==> src/rtl/own_pkg.sv <==
package own_pkg;
  typedef enum logic [1:0] {
    ST_IDLE  = 2'd0,
    ST_SEND  = 2'd1,
    ST_WAIT  = 2'd2,
    ST_PAUSE = 2'd3
  } own_state_t;
endpackage

==> src/rtl/own_deadline_calc.sv <==
// Converts a millisecond hold time into timer ticks and forms deadlines.
module own_deadline_calc #(
  parameter int TIMER_W      = 32,
  parameter int HOLD_W       = 16,
  parameter int TICKS_PER_MS = 1000,
  parameter int MAX_HOLD_MS  = 18000
) (
  input  logic [TIMER_W-1:0] now,
  input  logic [HOLD_W-1:0]  hold_ms,
  output logic [TIMER_W-1:0] expiry_at,
  output logic [TIMER_W-1:0] window_end
);
  localparam logic [HOLD_W-1:0]  CAP_MS = HOLD_W'(MAX_HOLD_MS);
  localparam logic [TIMER_W-1:0] SCALE  = TIMER_W'(TICKS_PER_MS);

  logic [HOLD_W-1:0] capped_ms;

  always_comb begin
    capped_ms  = (hold_ms > CAP_MS) ? CAP_MS : hold_ms;
    expiry_at  = now + TIMER_W'(hold_ms) * SCALE;
    window_end = now + TIMER_W'(capped_ms) * SCALE;
  end
endmodule

==> src/rtl/own_retry_timer.sv <==
// Counts the fixed pause between refused attempts.
module own_retry_timer #(
  parameter int CYCLES = 1000000
) (
  input  logic clk,
  input  logic rst,
  input  logic start,
  output logic fire
);
  localparam int CW = $clog2(CYCLES + 1);
  localparam logic [CW-1:0] LOAD = CW'(CYCLES - 1);

  logic [CW-1:0] cnt;
  logic          active;

  assign fire = active && (cnt == '0);

  always_ff @(posedge clk) begin
    if (rst) begin
      cnt    <= '0;
      active <= 1'b0;
    end else if (start) begin
      cnt    <= LOAD;
      active <= 1'b1;
    end else if (fire) begin
      active <= 1'b0;
    end else if (active) begin
      cnt <= cnt - 1'b1;
    end
  end
endmodule

==> src/rtl/own_ctrl_fsm.sv <==
// Sequencing of attempts, outcome registers and release handling.
module own_ctrl_fsm
  import own_pkg::*;
#(
  parameter int TIMER_W = 32
) (
  input  logic               clk,
  input  logic               rst,
  input  logic               blank_mode,
  input  logic               acq_req,
  input  logic               rel_req,
  input  logic               resp_valid,
  input  logic               resp_grant,
  input  logic [TIMER_W-1:0] now,
  input  logic [TIMER_W-1:0] calc_expiry,
  input  logic [TIMER_W-1:0] calc_window,
  input  logic               pause_fire,
  output logic               pause_start,
  output own_state_t         state,
  output logic               arb_rel,
  output logic               done,
  output logic               granted,
  output logic               owned,
  output logic [TIMER_W-1:0] expiry_at,
  output logic [TIMER_W-1:0] wait_until
);
  logic               first_try;
  logic [TIMER_W-1:0] window_reg;
  logic               keep_polling;
  logic               refused;

  assign refused      = (state == ST_WAIT) && resp_valid && !resp_grant;
  assign keep_polling = first_try ? (now < calc_window) : (now < window_reg);
  assign pause_start  = refused && keep_polling;

  always_ff @(posedge clk) begin
    if (rst) begin
      state      <= ST_IDLE;
      first_try  <= 1'b0;
      window_reg <= '0;
      arb_rel    <= 1'b0;
      done       <= 1'b0;
      granted    <= 1'b0;
      owned      <= 1'b0;
      expiry_at  <= '0;
      wait_until <= '0;
    end else begin
      done    <= 1'b0;
      granted <= 1'b0;
      arb_rel <= 1'b0;
      if (rel_req) begin
        owned <= 1'b0;
        if (owned && !blank_mode) arb_rel <= 1'b1;
      end
      case (state)
        ST_IDLE: begin
          if (acq_req) begin
            if (blank_mode) begin
              done    <= 1'b1;
              granted <= 1'b1;
            end else begin
              state     <= ST_SEND;
              first_try <= 1'b1;
            end
          end
        end
        ST_SEND: state <= ST_WAIT;
        ST_WAIT: begin
          if (resp_valid) begin
            if (resp_grant) begin
              expiry_at <= calc_expiry;
              owned     <= 1'b1;
              done      <= 1'b1;
              granted   <= 1'b1;
              state     <= ST_IDLE;
            end else begin
              if (first_try) begin
                window_reg <= calc_window;
                expiry_at  <= calc_expiry;
                first_try  <= 1'b0;
              end
              if (keep_polling) begin
                state <= ST_PAUSE;
              end else begin
                expiry_at  <= '0;
                wait_until <= calc_expiry;
                done       <= 1'b1;
                state      <= ST_IDLE;
              end
            end
          end
        end
        ST_PAUSE: if (pause_fire) state <= ST_SEND;
        default:  state <= ST_IDLE;
      endcase
    end
  end
endmodule

==> src/rtl/own_acquirer.sv <==
module own_acquirer
  import own_pkg::*;
#(
  parameter int TIMER_W      = 32,
  parameter int HOLD_W       = 16,
  parameter int TICKS_PER_MS = 1000,
  parameter int MAX_HOLD_MS  = 18000,
  parameter int RETRY_CYCLES = 1000000
) (
  input  logic               clk,
  input  logic               rst,
  input  logic               blank_mode,
  input  logic               acq_req,
  input  logic               rel_req,
  input  logic [TIMER_W-1:0] timer_now,
  output logic               arb_req,
  output logic               arb_rel,
  input  logic               resp_valid,
  input  logic               resp_grant,
  input  logic [HOLD_W-1:0]  resp_hold_ms,
  output logic               done,
  output logic               granted,
  output logic               owned,
  output logic [TIMER_W-1:0] expiry_at,
  output logic [TIMER_W-1:0] wait_until
);
  logic [TIMER_W-1:0] calc_expiry;
  logic [TIMER_W-1:0] calc_window;
  logic               pause_start;
  logic               pause_fire;
  own_state_t         fsm_state;

  own_deadline_calc #(
    .TIMER_W(TIMER_W), .HOLD_W(HOLD_W),
    .TICKS_PER_MS(TICKS_PER_MS), .MAX_HOLD_MS(MAX_HOLD_MS)
  ) u_calc (
    .now(timer_now), .hold_ms(resp_hold_ms),
    .expiry_at(calc_expiry), .window_end(calc_window)
  );

  own_retry_timer #(.CYCLES(RETRY_CYCLES)) u_pause (
    .clk(clk), .rst(rst), .start(pause_start), .fire(pause_fire)
  );

  own_ctrl_fsm #(.TIMER_W(TIMER_W)) u_fsm (
    .clk(clk), .rst(rst), .blank_mode(blank_mode),
    .acq_req(acq_req), .rel_req(rel_req),
    .resp_valid(resp_valid), .resp_grant(resp_grant),
    .now(timer_now), .calc_expiry(calc_expiry), .calc_window(calc_window),
    .pause_fire(pause_fire), .pause_start(pause_start), .state(fsm_state),
    .arb_rel(arb_rel), .done(done), .granted(granted), .owned(owned),
    .expiry_at(expiry_at), .wait_until(wait_until)
  );

  assign arb_req = (fsm_state == ST_SEND);
endmodule

==> config.mk <==
export PLATFORM = sky130hd
export DESIGN_NAME = own_acquirer
export DESIGN_NICKNAME = d
export VERILOG_FILES = /design/src/rtl/own_pkg.sv /design/src/rtl/own_deadline_calc.sv /design/src/rtl/own_retry_timer.sv /design/src/rtl/own_ctrl_fsm.sv /design/src/rtl/own_acquirer.sv
export SDC_FILE = /design/constraint.sdc
export NUM_CORES = 1
export LEC_CHECK = 0
export BUFFER_PORTS_ARGS = -buffer_cell sky130_fd_sc_hd__buf_2
export CAP_MARGIN = 20
export CORE_MARGIN = 2
export CORE_UTILIZATION = 57
export CTS_BUF_LIST = sky130_fd_sc_hd__clkbuf_4 sky130_fd_sc_hd__clkbuf_8
export DETAILED_ROUTE_END_ITERATION = 10
export PLACE_DENSITY = 0.88
export SLEW_MARGIN = 20
export SYNTH_ARGS = -nofsm -noshare
export SYNTH_HDL_FRONTEND = slang
export SYNTH_HIERARCHICAL = 1
export SYNTH_SLANG_ARGS = --single-unit
==> constraint.sdc <==
create_clock -name clk -period 8.45 [get_ports clk]
set_input_delay 0.4225 -clock clk [delete_from_list [all_inputs] [get_ports clk]]
set_output_delay 0.4225 -clock clk [all_outputs]
set_load 0.03 [all_outputs]
==> impl_metrics.tcl <==
set metrics [dict create \
    outcome "finished, violations left" \
    violations "setup timing" \
    synth_seq_area_share 0.170 \
    synthXorXnorAreaFrac 0.0637 \
    synth_area_per_cell_um2 8.51 \
    clock_path_buffers 2 \
    layout.nets 2373 \
    synth-compound-area-share 0.165 \
    route.vias.total 14100 \
    fin_crit_sh 1.05 \
    max_slew_margin 0.331 \
    syn_to_final_growth_pct 25.2 \
    grt_pass1_vias 13900 \
    setup_viol 88 \
    holdPathStages 2 \
    routed_via_density 6.06 \
    synth_cell_types 88 \
    hold_viol_final 0 \
    cp-end-kind "flop" \
    crit_arrival_ns 9.23 \
    critPathMaxFanout 16 \
    fin_crit_ns 8.87 \
    path_clk_slew_ns 0.08 \
    start_util 0.580 \
    antenna_found_initial 1 \
    slowest_delay_ns 0.54 \
    synth_fp_nets 2096 \
    layout_common_cells "208 x ha_1, 196 x inv_1, 173 x buf_4" \
    min_from "blank_mode" \
    fmax_ghz 0.113 \
    cap_viol_max_count 0 \
    finalMaxSlewViolations 0 \
    r2r_start "u_fsm/window_reg[29]" \
    core_area_um2 25100 \
    worst_hold_path.endpoint "u_fsm/arb_rel" \
    rows 58 \
    required_ns 8.81 \
    yosys_register_bits 124 \
    grtUsageTotal 0.304 \
    ff2ff_path_depth 8 \
    io_buffers 123 \
    gp_congestion 0.924 \
    clk_latency_ns 0.45 \
    cts_tree "built" \
    drt-wirelength-per-cell_um 18.8 \
    io_pins 124 \
    postRouteAntennaNets 0 \
    die-area_um2 26900 \
    antennaDiodeCount 0 \
    final_common_cell "ha_1" \
    final_area_um2 18200 \
    dr.pass1.iters 8 \
    die_y_um 164 \
    seq_area_um2 2480 \
    critPathSlowestCell "fa_1" \
    yosysWarnings 6 \
    synth-edff-count 0 \
    async_flop_share 0 \
    fill_cells 1627 \
    cp-startpoint "resp_hold_ms[12]" \
    syn_area_um2 14600 \
    critPathLaunchType "input port" \
    drc 0 \
    drive_above_1_share 0.261 \
    multi_input_area_um2 11800 \
    critPathKind "in2reg" \
    htreeDepth 4 \
    grt_max_degree 104 \
    cts_sinks 124 \
    synth_top_family_by_area "adder cells" \
    worst_slack_ns -0.419 \
    yosys.area_share.simple 0.169 \
    muxShareOfSynthArea 0.0220 \
    cts_buffers 17 \
    globalRouteOverflowTotal 0 \
    synthCells 1711 \
    hp-class "in2reg" \
    fin_skew_ns 0.0162 \
    first_iter_violations 1392 \
    cts_root_buf "clkbuf_8" \
    die_w_um 164 \
    place_area_um2 16900 \
    synthFlopType "dfxtp_1" \
    synth_fa_ha_area_frac 0.336 \
    wirelength_mm 43.8 \
    hpwl_mm 31.4 \
    reg2reg_to "u_fsm/expiry_at[12]" \
    ff2ff_setup_slack_ns 5.11 \
    rsz0062_at_grt "true" \
    worst_pin_slew_ns 1.00 \
    grt_pass1_wl_mm 66.0 \
]
-- cell type report --
class,count,area share
multi-input combinational,1323,0.649
sequential,124,0.136
timing repair buffer,313,0.123
inverter,208,0.0457
tap,330,0.0226
clock buffer,20,0.0151
clock inverter,12,0.00748
timing repair inverter,1,0.000480
-- cells in the mapped netlist, types with 9 or more instances --
master	instances	area (µm²)
nand4_1	13	81.3
xnor2_1	78	683
inv_1	207	777
nor3_1	20	100
clkbuf_1	33	124
mux2i_1	32	320
a211oi_1	9	67.6
o21ai_0	35	175
o21a_1	13	97.6
nor2b_1	12	75.1
o21bai_1	13	97.6
nand2b_1	78	488
and3_1	13	81.3
xor2_1	28	245
nand2_1	168	631
dfxtp_1	124	2480
nand3_1	59	295
a31oi_1	9	56.3
a21o_1	40	300
o31ai_1	10	75.1
nor2_1	72	270
or3_1	11	68.8
ha_1	228	2850
a21oi_1	168	841
fa_1	102	2040
-- layer usage --
| layer | track usage | wire length (µm) |
|---|---|---|
| met4 | 0.127 | 2370 |
| met3 | 0.0407 | 2550 |
| met1 | 0.363 | 17200 |
| met5 | 0 | 13 |
| met2 | 0.549 | 21700 |
-- what timing repair did --
| action | in CTS | in global routing |
|---|---|---|
| gates resized for setup | 69 | 75 |
| setup endpoints to repair | 88 | 88 |
| cloned | 2 | 4 |
| hold buffers | 0 | 0 |
| pin swaps | 53 | 35 |
| setup buffers | 16 | 5 |
-- per-stage QoR --
| step | instances | worst slack (ns) | hold WS [ns] | TNS [ns] | util |
|---|---|---|---|---|---|
| final | 2331 | -0.419 | 0.169 | -25.59 | 0.726 |
| after global routing | 2331 | -0.717 | 0.158 | -47.71 | 0.726 |
| after CTS | 2322 | -0.00363 | 0.165 | -0.00363 | 0.707 |
| after detailed placement | 2272 | -0.846 | 0.441 | -59.10 | 0.672 |
| after global placement | 2272 | -0.447 | 0.439 | -31.85 | 0.672 |
| after floorplan | 1711 | -0.0141 | 0.436 | -0.0962 | - |
-- cell families after synthesis --
family,after synthesis
buf+inv,264
simple gates,490
fa+ha+maj,330
mux,32
compound gates,365
xor+xnor,106
flops,124
-- critical path: cells and delay by family --
family | cells | cell delay, ns
AOI/OAI and AO/OA | 13 | 2.79
xor gates and xnor gates | 2 | 0.29
adders and majority gates | 7 | 2.37
buffers and inverters | 10 | 1.29
and+or+nand+nor | 12 | 2.05
-- worst max path at each step --
stage / end / slack [ns] / cells after the start
2_1_floorplan: u_pause/cnt[7] / -0.01 / 44
3_3_place_gp: u_pause/cnt[1] / -0.45 / 41
3_5_place_dp: u_fsm/wait_until[24] / -0.85 / 44
4_1_cts: u_pause/cnt[1] / -0.004 / 44
5_1_grt: u_fsm/expiry_at[14] / -0.72 / 45
6_report: u_fsm/expiry_at[12] / -0.42 / 44
Power is not shown: default switching activity piles up to over one toggle a cycle in this logic, so the estimate is an artifact.
